### src/rtl/l1pc_pkg.sv
`timescale 1ns/1ps
package l1pc_pkg;
  typedef enum logic [1:0] {
    K_LOAD   = 2'd0,
    K_STORE  = 2'd1,
    K_BYPASS = 2'd2
  } req_kind_e;

  typedef enum logic [1:0] {
    LS_INV  = 2'd0,
    LS_PEND = 2'd1,
    LS_VAL  = 2'd2
  } line_st_e;
endpackage

### src/rtl/l1pc_line_table.sv
`timescale 1ns/1ps
module l1pc_line_table import l1pc_pkg::*; #(
  parameter int IDX_W = 4,
  parameter int TAG_W = 10
) (
  input  logic             clk,
  input  logic             rst_n,
  input  logic [IDX_W-1:0] rd_idx,
  output line_st_e         rd_st,
  output logic [TAG_W-1:0] rd_tag,
  input  logic             alloc_en,
  input  logic [IDX_W-1:0] alloc_idx,
  input  logic [TAG_W-1:0] alloc_tag,
  input  logic             fill_en,
  input  logic [IDX_W-1:0] fill_idx,
  input  logic [TAG_W-1:0] fill_tag,
  input  logic             byp_rsp
);
  localparam int SETS = 1 << IDX_W;

  line_st_e         st_q  [SETS];
  logic [TAG_W-1:0] tag_q [SETS];

  assign rd_st  = st_q[rd_idx];
  assign rd_tag = tag_q[rd_idx];

  always_ff @(posedge clk) begin
    for (int i = 0; i < SETS; i++) begin
      if (!rst_n) begin
        st_q[i]  <= LS_INV;
        tag_q[i] <= '0;
      end else if (alloc_en && alloc_idx == IDX_W'(i)) begin
        st_q[i]  <= LS_PEND;
        tag_q[i] <= alloc_tag;
      end else if (fill_en && fill_idx == IDX_W'(i) &&
                   st_q[i] == LS_PEND && tag_q[i] == fill_tag) begin
        st_q[i]  <= LS_VAL;
      end
    end
  end

  for (genvar g = 0; g < SETS; g++) begin : g_set_chk
    assert_bypass_keeps_state_R6: assert property (@(posedge clk) disable iff (!rst_n)
      (byp_rsp && !(alloc_en && alloc_idx == IDX_W'(g))) |=> (st_q[g] == $past(st_q[g])));
  end
endmodule

### src/rtl/l1pc_park_queue.sv
`timescale 1ns/1ps
module l1pc_park_queue #(
  parameter int DEPTH  = 4,
  parameter int ADDR_W = 16,
  parameter int OFF_W  = 2,
  parameter int ID_W   = 4
) (
  input  logic                    clk,
  input  logic                    rst_n,
  input  logic                    push,
  input  logic [1:0]              push_kind,
  input  logic [ADDR_W-1:0]       push_addr,
  input  logic [ID_W-1:0]         push_id,
  input  logic                    push_woken,
  input  logic                    pop,
  input  logic                    wake_en,
  input  logic [ADDR_W-OFF_W-1:0] wake_line,
  input  logic [ADDR_W-OFF_W-1:0] probe_line,
  output logic                    probe_hit,
  output logic                    head_ready,
  output logic [1:0]              head_kind,
  output logic [ADDR_W-1:0]       head_addr,
  output logic [ID_W-1:0]         head_id,
  output logic                    full
);
  localparam int PTR_W = (DEPTH > 1) ? $clog2(DEPTH) : 1;
  localparam int CNT_W = $clog2(DEPTH + 1);

  logic [1:0]        q_kind  [DEPTH];
  logic [ADDR_W-1:0] q_addr  [DEPTH];
  logic [ID_W-1:0]   q_id    [DEPTH];
  logic [DEPTH-1:0]  q_vld, q_woken;
  logic [PTR_W-1:0]  head, tail;
  logic [CNT_W-1:0]  count;

  function automatic logic [PTR_W-1:0] ptr_next(input logic [PTR_W-1:0] p);
    return (p == PTR_W'(DEPTH - 1)) ? '0 : p + 1'b1;
  endfunction

  assign full       = (count == CNT_W'(DEPTH));
  assign head_ready = q_vld[head] && q_woken[head];
  assign head_kind  = q_kind[head];
  assign head_addr  = q_addr[head];
  assign head_id    = q_id[head];

  always_comb begin
    probe_hit = 1'b0;
    for (int i = 0; i < DEPTH; i++)
      if (q_vld[i] && q_addr[i][ADDR_W-1:OFF_W] == probe_line) probe_hit = 1'b1;
  end

  always_ff @(posedge clk) begin
    if (!rst_n) begin
      head <= '0;
      tail <= '0;
      count <= '0;
      q_vld <= '0;
      q_woken <= '0;
      for (int i = 0; i < DEPTH; i++) begin
        q_kind[i] <= '0;
        q_addr[i] <= '0;
        q_id[i]   <= '0;
      end
    end else begin
      for (int i = 0; i < DEPTH; i++) begin
        if (push && tail == PTR_W'(i)) begin
          q_kind[i]  <= push_kind;
          q_addr[i]  <= push_addr;
          q_id[i]    <= push_id;
          q_vld[i]   <= 1'b1;
          q_woken[i] <= push_woken;
        end else if (pop && head == PTR_W'(i)) begin
          q_vld[i] <= 1'b0;
        end else if (wake_en && q_vld[i] && q_addr[i][ADDR_W-1:OFF_W] == wake_line) begin
          q_woken[i] <= 1'b1;
        end
      end
      if (push) tail <= ptr_next(tail);
      if (pop)  head <= ptr_next(head);
      count <= count + CNT_W'(push) - CNT_W'(pop);
    end
  end

  assert_no_overflow_R8: assert property (@(posedge clk) disable iff (!rst_n)
    (push && !pop) |-> (count < CNT_W'(DEPTH)));
  assert_pop_nonempty_R3: assert property (@(posedge clk) disable iff (!rst_n)
    pop |-> (count != '0));
endmodule

### src/rtl/l1pc_sat_counter.sv
`timescale 1ns/1ps
module l1pc_sat_counter #(
  parameter int W = 32
) (
  input  logic         clk,
  input  logic         rst_n,
  input  logic         inc,
  output logic [W-1:0] value
);
  localparam logic [W-1:0] MAXV = '1;

  function automatic logic [W-1:0] sat_next(input logic [W-1:0] v, input logic up);
    return (up && v != MAXV) ? v + 1'b1 : v;
  endfunction

  always_ff @(posedge clk) begin
    if (!rst_n) value <= '0;
    else        value <= sat_next(value, inc);
  end

  assert_saturate_hold_R9: assert property (@(posedge clk) disable iff (!rst_n)
    (value == MAXV) |=> (value == MAXV));
endmodule

### src/rtl/l1pc_coalescer.sv
`timescale 1ns/1ps
module l1pc_coalescer import l1pc_pkg::*; #(
  parameter int ADDR_W = 16,
  parameter int OFF_W  = 2,
  parameter int IDX_W  = 4,
  parameter int ID_W   = 4,
  parameter int QDEPTH = 4,
  parameter int CNT_W  = 32
) (
  input  logic              clk,
  input  logic              rst_n,
  input  logic              req_valid,
  output logic              req_ready,
  input  logic [1:0]        req_kind,
  input  logic [ADDR_W-1:0] req_addr,
  input  logic [ID_W-1:0]   req_id,
  output logic              l2_req_valid,
  output logic [1:0]        l2_req_kind,
  output logic [ADDR_W-1:0] l2_req_addr,
  output logic [ID_W-1:0]   l2_req_id,
  input  logic              l2_rsp_valid,
  input  logic              l2_rsp_bypass,
  input  logic [ADDR_W-1:0] l2_rsp_addr,
  input  logic [ID_W-1:0]   l2_rsp_id,
  output logic              hit_valid,
  output logic [ID_W-1:0]   hit_id,
  output logic              ret_valid,
  output logic [ID_W-1:0]   ret_id,
  output logic [CNT_W-1:0]  hit_count,
  output logic [CNT_W-1:0]  miss_count
);
  localparam int LINE_W = ADDR_W - OFF_W;
  localparam int TAG_W  = LINE_W - IDX_W;

  function automatic logic [LINE_W-1:0] line_of(input logic [ADDR_W-1:0] a);
    return a[ADDR_W-1:OFF_W];
  endfunction
  function automatic logic [IDX_W-1:0] idx_of(input logic [LINE_W-1:0] l);
    return l[IDX_W-1:0];
  endfunction
  function automatic logic [TAG_W-1:0] tag_of(input logic [LINE_W-1:0] l);
    return l[LINE_W-1:IDX_W];
  endfunction

  // queue side
  logic              head_ready, q_full, probe_hit;
  logic [1:0]        head_kind;
  logic [ADDR_W-1:0] head_addr;
  logic [ID_W-1:0]   head_id;

  // lookup slot: a woken entry replays ahead of new requests
  logic              ev_replay, req_fire, lk_valid;
  logic [1:0]        lk_kind;
  logic [ADDR_W-1:0] lk_addr;
  logic [ID_W-1:0]   lk_id;
  logic [LINE_W-1:0] lk_line, fill_line;
  logic [IDX_W-1:0]  lk_idx;
  logic [TAG_W-1:0]  lk_tag, rd_tag;
  line_st_e          rd_st;

  // named events
  logic ev_fill, ev_fill_same, ev_pend, ev_valid, ev_park, ev_act;
  logic ev_hit, ev_miss, ev_issue;

  assign ev_replay = head_ready;
  assign req_ready = !head_ready && !q_full;
  assign req_fire  = req_valid && req_ready;
  assign lk_valid  = ev_replay || req_fire;

  always_comb begin
    if (ev_replay) begin
      lk_kind = head_kind;
      lk_addr = head_addr;
      lk_id   = head_id;
    end else begin
      lk_kind = req_kind;
      lk_addr = req_addr;
      lk_id   = req_id;
    end
  end

  assign lk_line   = line_of(lk_addr);
  assign lk_idx    = idx_of(lk_line);
  assign lk_tag    = tag_of(lk_line);
  assign fill_line = line_of(l2_rsp_addr);
  assign ev_fill   = l2_rsp_valid && !l2_rsp_bypass;

  // a fill arriving this cycle already counts for a same-line lookup
  assign ev_fill_same = ev_fill && (fill_line == lk_line);
  assign ev_pend  = (rd_st == LS_PEND) && (rd_tag == lk_tag) && !ev_fill_same;
  assign ev_valid = (rd_tag == lk_tag) &&
                    ((rd_st == LS_VAL) || (rd_st == LS_PEND && ev_fill_same));
  // new requests also queue behind earlier parked ones of their line
  assign ev_park  = lk_valid && (ev_pend || (probe_hit && !ev_replay));
  assign ev_act   = lk_valid && !ev_park;
  assign ev_hit   = ev_act && (lk_kind == K_LOAD) && ev_valid;
  assign ev_miss  = ev_act && (lk_kind == K_LOAD) && !ev_valid;
  assign ev_issue = ev_act && !ev_hit;

  l1pc_line_table #(.IDX_W(IDX_W), .TAG_W(TAG_W)) i_table (
    .clk       (clk),
    .rst_n     (rst_n),
    .rd_idx    (lk_idx),
    .rd_st     (rd_st),
    .rd_tag    (rd_tag),
    .alloc_en  (ev_miss),
    .alloc_idx (lk_idx),
    .alloc_tag (lk_tag),
    .fill_en   (ev_fill),
    .fill_idx  (idx_of(fill_line)),
    .fill_tag  (tag_of(fill_line)),
    .byp_rsp   (l2_rsp_valid && l2_rsp_bypass)
  );

  l1pc_park_queue #(.DEPTH(QDEPTH), .ADDR_W(ADDR_W), .OFF_W(OFF_W), .ID_W(ID_W)) i_queue (
    .clk        (clk),
    .rst_n      (rst_n),
    .push       (ev_park),
    .push_kind  (lk_kind),
    .push_addr  (lk_addr),
    .push_id    (lk_id),
    .push_woken (!ev_pend),
    .pop        (ev_replay),
    .wake_en    (ev_fill),
    .wake_line  (fill_line),
    .probe_line (lk_line),
    .probe_hit  (probe_hit),
    .head_ready (head_ready),
    .head_kind  (head_kind),
    .head_addr  (head_addr),
    .head_id    (head_id),
    .full       (q_full)
  );

  always_ff @(posedge clk) begin
    if (!rst_n) begin
      l2_req_valid <= 1'b0;
      l2_req_kind  <= '0;
      l2_req_addr  <= '0;
      l2_req_id    <= '0;
      hit_valid    <= 1'b0;
      hit_id       <= '0;
      ret_valid    <= 1'b0;
      ret_id       <= '0;
    end else begin
      l2_req_valid <= ev_issue;
      l2_req_kind  <= lk_kind;
      l2_req_addr  <= (lk_kind == K_LOAD) ? {lk_line, {OFF_W{1'b0}}} : lk_addr;
      l2_req_id    <= lk_id;
      hit_valid    <= ev_hit;
      hit_id       <= lk_id;
      ret_valid    <= l2_rsp_valid;
      ret_id       <= l2_rsp_id;
    end
  end

  l1pc_sat_counter #(.W(CNT_W)) i_hits (
    .clk(clk), .rst_n(rst_n), .inc(ev_hit), .value(hit_count));
  l1pc_sat_counter #(.W(CNT_W)) i_misses (
    .clk(clk), .rst_n(rst_n), .inc(ev_miss), .value(miss_count));

  assert_miss_issues_fill_R1: assert property (@(posedge clk) disable iff (!rst_n)
    ev_miss |=> (l2_req_valid && l2_req_kind == K_LOAD && l2_req_id == $past(lk_id)));
  assert_park_is_quiet_R2: assert property (@(posedge clk) disable iff (!rst_n)
    ev_park |=> (!l2_req_valid && !hit_valid));
  assert_replay_stalls_req_R8: assert property (@(posedge clk) disable iff (!rst_n)
    head_ready |-> !req_ready);
endmodule

### config.mk
export PLATFORM = sky130hd
export DESIGN_NAME = l1pc_coalescer
export DESIGN_NICKNAME = d
export VERILOG_FILES = /design/src/rtl/l1pc_pkg.sv /design/src/rtl/l1pc_line_table.sv /design/src/rtl/l1pc_park_queue.sv /design/src/rtl/l1pc_sat_counter.sv /design/src/rtl/l1pc_coalescer.sv
export SDC_FILE = /design/constraint.sdc
export NUM_CORES = 1
export LEC_CHECK = 0
export BUFFER_PORTS_ARGS = -buffer_cell sky130_fd_sc_hd__buf_2
export CAP_MARGIN = 25
export CORE_MARGIN = 5
export CORE_UTILIZATION = 60
export DETAILED_ROUTE_END_ITERATION = 7
export PLACE_DENSITY = 0.79
export SLEW_MARGIN = 5
export SYNTH_ARGS = -nofsm -noshare
export SYNTH_HDL_FRONTEND = slang
export SYNTH_SLANG_ARGS = --single-unit
### constraint.sdc
create_clock -name clk -period 6.76 [get_ports clk]
set_input_delay 0.676 -clock clk [delete_from_list [all_inputs] [get_ports clk]]
set_output_delay 0.676 -clock clk [all_outputs]
set_load 0.05 [all_outputs]
# ---- Word level (Yosys, flattened, before mapping)
# Memories as Yosys holds them, arrays and structs flattened. A register that Yosys moved wholly into a read port is not among the register bits.
# Cells that the tools add are included.
dict set report word_totals {
  reg_bits 108
  latch_bits 0
  ram_bits 280
  mem_bits_ro 0
  in_bits 47
  output_inout_bits 98
  n_memories 5
}
# name depth width read_ports rd_ports_with_merged_regs write_ports line_no
set mem_list {}
lappend mem_list {i_table.tag_q 16 10 17 0 16 l1pc_line_table.sv:22} ;# logic [TAG_W-1:0] tag_q [SETS];
lappend mem_list {i_queue.q_addr 4 16 5 1 4 l1pc_park_queue.sv:30} ;# logic [ADDR_W-1:0] q_addr [DEPTH];
lappend mem_list {i_table.st_q 16 2 17 0 16 l1pc_line_table.sv:21} ;# line_st_e st_q [SETS];
lappend mem_list {i_queue.q_id 4 4 1 1 4 l1pc_park_queue.sv:31} ;# logic [ID_W-1:0] q_id [DEPTH];
lappend mem_list {i_queue.q_kind 4 2 1 1 4 l1pc_park_queue.sv:29} ;# logic [1:0] q_kind [DEPTH];
dict set report op_classes {
  addsub 6
  mul 0
  n_div 0
  magnitude_cmp 1
  eq_ne 87
  n_shift 0
  n_mux 224
  n_bitwise 61
  n_reduce_logical 131
}
# cell count
set ops {}
lappend ops {{10-bit == test} 17}
lappend ops {{10-bit 2-to-1 mux} 16}
lappend ops {{1-bit 2-to-1 mux} 151}
lappend ops {{14-bit == test} 9}
lappend ops {{1-bit logical AND} 102}
lappend ops {{2-bit 2-to-1 mux} 45}
lappend ops {{16-bit 2-to-1 mux} 5}
lappend ops {{32-bit by 1-bit adder with 32-bit output, second input constant} 2}
lappend ops {{4-bit == test, second input constant} 16}
lappend ops {{32-bit inequality test, second input constant} 2}
lappend ops {{1-bit OR} 60}
lappend ops {{2-bit by 1-bit == test with 1-bit output, second input constant} 19}
lappend ops {{4-bit by 3-bit == test with 1-bit output, second input constant} 8}
lappend ops {{4-bit 2-to-1 mux} 5}
lappend ops {{4-bit by 2-bit == test with 1-bit output, second input constant} 4}
lappend ops {{2-bit nonzero test} 8}
lappend ops {{2-bit == test, second input constant} 5}
lappend ops {{4-bit by 1-bit == test with 1-bit output, second input constant} 2}
lappend ops {{1-bit logical NOT} 8}
lappend ops {{4-bit logical NOT} 2}
lappend ops {{2-bit by 1-bit inequality test with 1-bit output, second input constant} 4}
lappend ops {{2-bit AND reduction} 4}
lappend ops {{2-bit logical NOT} 3}
lappend ops {{2-bit by 1-bit adder with 2-bit output, second input constant} 2}
lappend ops {{8 further kinds} 11}

# ---- Depth between registers and ports, before layout
# Gate-level depths: netlist of run 1.
dict set report logic_depth {
  ltp_word 23
  depth_mapped 20
  ltp_nobuf 15
}

# ---- By module
# Synthesis of run 1 repeated with hierarchy kept, for this count alone.
dict set report unflattened {
  hier_cells 1864
  hier_area_um2 21690.8
}
# mod n_inst cells_per_inst area_each_um2 seq_area_each_um2
set by_module_without_submodules {}
lappend by_module_without_submodules {l1pc_line_table 1 830 10832.9 5765.5}
lappend by_module_without_submodules {l1pc_park_queue 1 471 5931.9 2982.9}
lappend by_module_without_submodules {{l1pc_sat_counter at i_hits} 1 200 1704.1 640.6}
lappend by_module_without_submodules {{l1pc_sat_counter at i_misses} 1 197 1635.3 640.6}
lappend by_module_without_submodules {l1pc_coalescer 1 166 1586.5 580.6}

# ---- Worst setup path before layout of run 1
# No wires, ideal clock.
dict set report synth_timing {
  path_type {reg-to-reg}
  start {register i_queue.head[0]}
  end {memory i_queue.q_addr[0][0] (enable)}
  setup_ns 0.379
  arrival_time_ns 4.580
  setup_slack_ns 1.801
  stages_incl_launch_ff 16
  period_less_slack_ns 4.959
  cell_sequence {dfxtp_1 inv_2 mux4_2 buf_6 clkinv_8 buf_6 mux2i_1 a21boi_0 o2111ai_1 or4_1 a21o_1 buf_2 o41ai_4 nand2_1 clkbuf_1 nand2_1}
}
# item line_no
set synth_rtl {}
lappend synth_rtl {{start, declared} l1pc_park_queue.sv:33} ;# logic [PTR_W-1:0] head, tail;
lappend synth_rtl {{start signal, assigned} l1pc_park_queue.sv:79} ;# if (pop) head <= ptr_next(head);
lappend synth_rtl {{end, declared} l1pc_park_queue.sv:30}

==> flow_metrics.tcl, run 1 <==
set metrics [dict create \
    p_leak_nw 8.95 \
    worstSkewPairLatency_ns 0.57 \
    slew_headroom_pct 32.0 \
    wl_per_cell_um 24.5 \
    hold_violations 0 \
    grt_pass1_vias 17300 \
    maxSlewViolCount 0 \
    yosys_warnings 0 \
    syn_nets 2118 \
    final_core_util_pct 68.3 \
    min_to "ret_id[1]" \
    r2r_cells 16 \
    hpwl_mm 45.2 \
    powerDensity_nw_per_um2 232 \
    min_path_cells 2 \
    final_cell_mix "edfxtp_1, nor2_1, xnor2_1, nand2_1, buf_2" \
    num_antenna_cells 0 \
    clockRootBuffer "clkbuf_16" \
    rr_endpoint "i_table.st_q[12][0]" \
    die_area_sq_um 40100 \
    start_util_pct 60.8 \
    drtAntennaViolNets 0 \
    cts_sinks 390 \
    clk_path_buf_depth 3 \
    dp_slack_ns 0.836 \
    power.total_mw 5.64 \
    cts_made_buffers 41 \
    status "finished, final reports clean" \
    synth_area_sq_um 21700 \
    ys.flop_type "edfxtp_1" \
    place_congestion 0.979 \
    critical_path_class "reg -> reg" \
    synth_top_area_share_pct 38.8 \
    max_freq_mhz 162 \
    hold_start "l2_rsp_id[1]" \
    grt_usage_pct 31.6 \
    cts_tree "done" \
    crit_path_end_kind "register" \
    async_flop_share_pct 0 \
    rsz0062_at_grt "false" \
    peakVddDrop_v 0.000174 \
    grt_overflow 0 \
    firstDrtPassIters 5 \
    regToRegStartpoint "i_queue.head[0]" \
    yosysUniqueCellTypes 75 \
    synthCells 2058 \
    core-area_sq_um 35700 \
    io_pins 145 \
    ys_ff_latch 390 \
    syn2layout_area_growth_pct 12.3 \
    synth_top_area_cell "edfxtp_1" \
    synth-edff-count 280 \
    ys_seq_area_share_pct 48.9 \
    period_minus_slack_ns 6.19 \
    drt_iter0_markers 2174 \
    cts.htree.levels 2 \
    die_x_um 200 \
    hold_path_class "in -> reg" \
    hold_buffers 0 \
    worst-path-max-fanout 50 \
    vias 17300 \
    rows 69 \
    path_clk_slew_ns 0.06 \
    die_y_um 200 \
    finalNetCount 2237 \
    grt_pass1_wl_mm 99.8 \
    final.fill_count 2627 \
    synthTopCellsByArea "edfxtp_1, dfxtp_1, xnor2_1, xor2_1, nor2_1" \
    seqCellArea_sq_um 10600 \
    worst_slack_ns 0.571 \
    finClkSkew_ns 0.0279 \
    post_cts_resized 0 \
    critPathLaunch "i_queue.head[0]" \
    grt_max_degree 65 \
    finalCritPeriodShare_pct 91.6 \
    start_kind "register" \
    setup_viol 0 \
    multi_input_area_sq_um 10200 \
    reg2reg_slack_ns 0.57 \
    drive_gt1_share_pct 16.4 \
    cp_data_required_time_ns 7.06 \
    layout_commonest_cell "edfxtp_1" \
    tightest_slew_ns 0.995 \
    hold_ws_ns 0.319 \
    drt_drc_violations_left 0 \
    avgViaCountPerCell 6.48 \
    totalWireLength_mm 65.5 \
    maxCapViolations 0 \
    antenna_found_initial 0 \
    placement.io_buffers 142 \
    synth_area_per_cell_sq_um 10.5 \
    tns_ns 0 \
    post_cts_buffers 0 \
    cp_data_arrival_time_ns 6.49 \
]
==> worst max-delay path: stages (launching register included) <==
cell	delay (ns)
dfxtp_1	0.50
inv_2	0.11
mux4_2	0.52
clkinv_8	0.19
buf_4	0.34
and2_1	0.23
a32o_1	0.48
a32oi_1	0.20
and3_1	0.22
nor4_1	0.58
a32oi_1	0.36
or2_0	0.55
o31ai_4	0.43
buf_4	0.60
o31ai_1	0.13
buf_4	0.24
nand2b_1	0.19
==> flip-flops by register name (all words and copies together), names as in the netlist, 8 cells and up, named ones only <==
signal,cells
i_queue.q_kind,8
i_queue.q_id,16
i_table.st_q,32
i_queue.q_addr,64
i_table.tag_q,160
l2_req_addr,16
i_misses.value,32
i_hits.value,32
==> metrics by stage <==
| stage | cell area, sq um | std cells |
|---|---|---|
| after detailed placement | 22900 | 2594 |
| after floorplan | 21700 | 2058 |
| after CTS | 24300 | 2670 |
| final | 24300 | 2671 |
| after global routing | 24300 | 2671 |
| after global placement | 22900 | 2594 |
==> synth_stat cells, types with 22 or more instances <==
cell type,number
edfxtp_1,280
nor2_1,260
xnor2_1,189
nand2_1,188
xor2_1,134
dfxtp_1,110
clkbuf_1,81
nor3_1,81
mux2i_1,73
nand4_1,69
a21oi_1,46
nand2b_1,45
nand3_1,44
inv_1,42
mux4_2,39
nor4_1,36
o21ai_0,27
and3_1,26
or3_1,22
==> power breakdown <==
group / switching [mW] / total (mW) / leakage [nW] / internal [mW]
sequential: 0.0479 / 2.66 / 3.86 / 2.62
clock: 0.974 / 2.38 / 0.697 / 1.41
combinational: 0.402 / 0.598 / 4.39 / 0.196
total: 1.42 / 5.64 / 8.95 / 4.22
==> kinds of logic (layout without fill, tap and decap cells) <==
family	Yosys count	count (layout)	share of synthesized area (%)
and+or+nand+nor	859	859	19.4
DFF	390	390	48.9
xor gates and xnor gates	323	323	13.0
buffers and inverters	185	337	4.06
AOI/OAI and AO/OA	160	160	5.27
muxes	128	128	8.53
adders and majority gates	13	13	0.784
==> metal layers <==
layer  GRT usage [%]  share of wire, %  up-vias
met5               0                 0        -
met4            15.1               5.6        0
met3            8.02                13      231
met2            50.4                46     1209
met1            40.9                36     8299
li1                -                 -     7573
==> cell type report <==
class	count	share of cell area, %
Sequential cell	390	43.6
Multi-Input combinational cell	1483	42.0
Timing Repair Buffer	216	5.42
Clock buffer	55	4.76
Tap cell	461	2.37
Clock inverter	21	1.08
Inverter	45	0.745
==> worst max path at each step <==
| stage | endpoint | slack, ns | cells after the start |
|---|---|---|---|
| global route | i_table.st_q[12][0] | 0.35 | 16 |
| finish | i_table.st_q[12][0] | 0.57 | 16 |
| CTS | i_table.st_q[14][0] | 0.78 | 16 |
| floorplan | i_queue.q_addr[0][0] | 1.80 | 15 |
| global placement | i_table.st_q[14][0] | 0.89 | 16 |
| detailed placement | i_table.st_q[14][1] | 0.84 | 16 |
(Power assumes the default switching activity.)
==> run 2: changes to the inputs <==
--- a/config.mk
+++ b/config.mk
@@ -7,11 +7,13 @@
 export LEC_CHECK = 0
 export BUFFER_PORTS_ARGS = -buffer_cell sky130_fd_sc_hd__buf_2
 export CAP_MARGIN = 25
+export CORE_ASPECT_RATIO = 0.75
 export CORE_MARGIN = 5
 export CORE_UTILIZATION = 60
 export DETAILED_ROUTE_END_ITERATION = 7
 export PLACE_DENSITY = 0.79
-export SLEW_MARGIN = 5
+export SLEW_MARGIN = 20
 export SYNTH_ARGS = -nofsm -noshare
 export SYNTH_HDL_FRONTEND = slang
 export SYNTH_SLANG_ARGS = --single-unit
+export TNS_END_PERCENT = 20
==> flow_metrics.tcl, run 2 (synthesis results as in run 1) <==
set metrics [dict create \
    p_leak_nw 8.83 \
    combPwrFrac_pct 10.9 \
    intPower_mw 4.04 \
    die_y_um 175 \
    drtAntennaViolNets 0 \
    crit_path_end_kind "register" \
    drt_iter0_markers 2620 \
    reg2reg_slack_ns 1.09 \
    cts_tree "done" \
    die_x_um 230 \
    clk_path_buf_depth 3 \
    grt_pass1_vias 17000 \
    critical_path_class "reg -> reg" \
    finClkSkew_ns 0.0326 \
    rows 60 \
    max_freq_mhz 176 \
    drt_drc_violations_left 0 \
    grt_usage_pct 32.0 \
    switching_share_pct 25.9 \
    tightest_slew_ns 1.11 \
    peakVddDrop_v 0.000166 \
    top_regs "i_table.tag_q: 160 flops, i_queue.q_addr: 64 flops" \
    maxCapViolations 0 \
    hold_path_class "in -> reg" \
    slowest_delay_ns 0.65 \
    drive_gt1_share_pct 15.8 \
    period_minus_slack_ns 5.67 \
    setup_viol 0 \
    syn2layout_area_growth_pct 11.3 \
    hpwl_mm 45.6 \
    power_frac_seq_pct 48.9 \
    cts_made_buffers 40 \
    hold_buffers 0 \
    largest_reg_flops 160 \
    rsz0062_at_grt "false" \
    post_cts_buffers 0 \
    crit_cells 15 \
    totalWireLength_mm 66.3 \
    clockRootBuffer "clkbuf_16" \
    cp_data_required_time_ns 7.08 \
    die_area_sq_um 40100 \
    placed_cells 2588 \
    grt_overflow 0 \
    cp_data_arrival_time_ns 5.99 \
    grt_pass1_wl_mm 100 \
    start_kind "register" \
    io_pins 145 \
    finalCritPeriodShare_pct 83.9 \
    r2r_cells 15 \
    avgViaCountPerCell 6.59 \
    maxSlewViolCount 0 \
    finalNetCount 2226 \
    layout_commonest_cell "edfxtp_1" \
    post_cts_resized 0 \
    fin_cells 2664 \
    path_clk_slew_ns 0.06 \
    cpMaxStageDelayCell "o311ai_2" \
    min_path_cells 2 \
    tns_ns 0 \
    slew_headroom_pct 26.1 \
    hold_violations 0 \
    path_common_cell "buf_4" \
    cts.htree.levels 2 \
    p_clk_share_pct 40.2 \
    regMostFlops "i_table.tag_q" \
    firstDrtPassIters 8 \
    crit_family "compound AO/OA/AOI/OAI gates" \
    worstSkewPairLatency_ns 0.57 \
    met1_usage_pct 44.4 \
    placement.io_buffers 142 \
    status "finished, final reports clean" \
    wl_per_cell_um 24.9 \
    cts_sinks 390 \
    vias 17500 \
    use_met3_pct 12.2 \
    final_cell_mix "edfxtp_1, nor2_1, xnor2_1, nand2_1, buf_2" \
    final.fill_count 2656 \
    grtUsageMet2_pct 46.8 \
    place_congestion 1.03 \
    core-area_sq_um 35800 \
    grt_busiest_layer "met2" \
    critical_path.cell_chain "inv_2, mux4_2, clkinv_8, mux2_4, buf_4, mux2i_1, a32o_1, or3_1, a221oi_2, a32oi_1, or2_0, o311ai_2, buf_4, o21ai_0, or2_2" \
    worst-path-max-fanout 19 \
    p_sw_mw 1.41 \
    grt_max_degree 63 \
    start_util_pct 60.6 \
    antenna_found_initial 1 \
    powerDensity_nw_per_um2 226 \
    crit_buf_inv 4 \
]
## run 2: cell count changes in the layout (fill, tap and decap cells not counted), sizes merged
cell,change
clkbuf,+2
bufinv,-4
clkinv,-2
buf,-10
clkinvlp,+1
inv,+1
diode,+1
## run 2: worst reg2reg max path: cells and delay by family (launching register included)
family          cells  cell delay (ns)
buf+inv             4             0.87
mux                 3             1.18
simple gates        3             1.28
flops               1             0.50
compound gates      5             1.62
## run 2: cell type report
| class | count | area, sq um | area share, % |
|---|---|---|---|
| Antenna cell | 1 | 2.50 | 0.0104 |
| Clock buffer | 57 | 1160 | 4.79 |
| Clock inverter | 17 | 125 | 0.518 |
| Inverter | 45 | 181 | 0.751 |
| Multi-Input combinational cell | 1483 | 10200 | 42.4 |
| Sequential cell | 390 | 10600 | 43.9 |
| Tap cell | 465 | 582 | 2.41 |
| Timing Repair Buffer | 206 | 1250 | 5.17 |
## run 2: path summary, 6_finish.rpt
path	end	start
hold / removal	ret_id[0]	l2_rsp_id[0]
setup / recovery	i_table.st_q[15][1]	i_queue.head[0]
setup reg to reg	i_table.st_q[15][1]	i_queue.head[0]
hold reg to reg	i_misses.value[11]	i_misses.value[11]
## run 2: per-layer routing
layer  vias up  part of all wire [%]  wire length, um
li1       7559                     -                -
met4         0                   3.7             2440
met2      1376                    43            28300
met3       207                    17            11000
met1      8406                    37            24600
met5         -                     0                0
## run 2: power by group through the flow
stage	Combinational [mW]	Clock, mW	Sequential (mW)
2_1_floorplan	0.362	0	2.73
3_3_place_gp	0.558	0	2.71
3_5_place_dp	0.570	0	2.71
4_1_cts	0.574	2.20	2.66
5_1_grt	0.618	2.31	2.67
6_report	0.597	2.19	2.67
## run 2: stage by stage
stage	power [mW]	hold WS, ns	util [%]	setup WS (ns)	instance area (sq um)
final	5.46	0.321	67.4	1.09	24100
after global routing	5.59	0.335	67.4	0.879	24100
after CTS	5.44	0.313	67.4	1.23	24100
after detailed placement	3.28	0.483	63.8	1.25	22800
after global placement	3.27	0.460	63.8	1.31	22800
after floorplan	3.09	0.480	-	1.80	21700
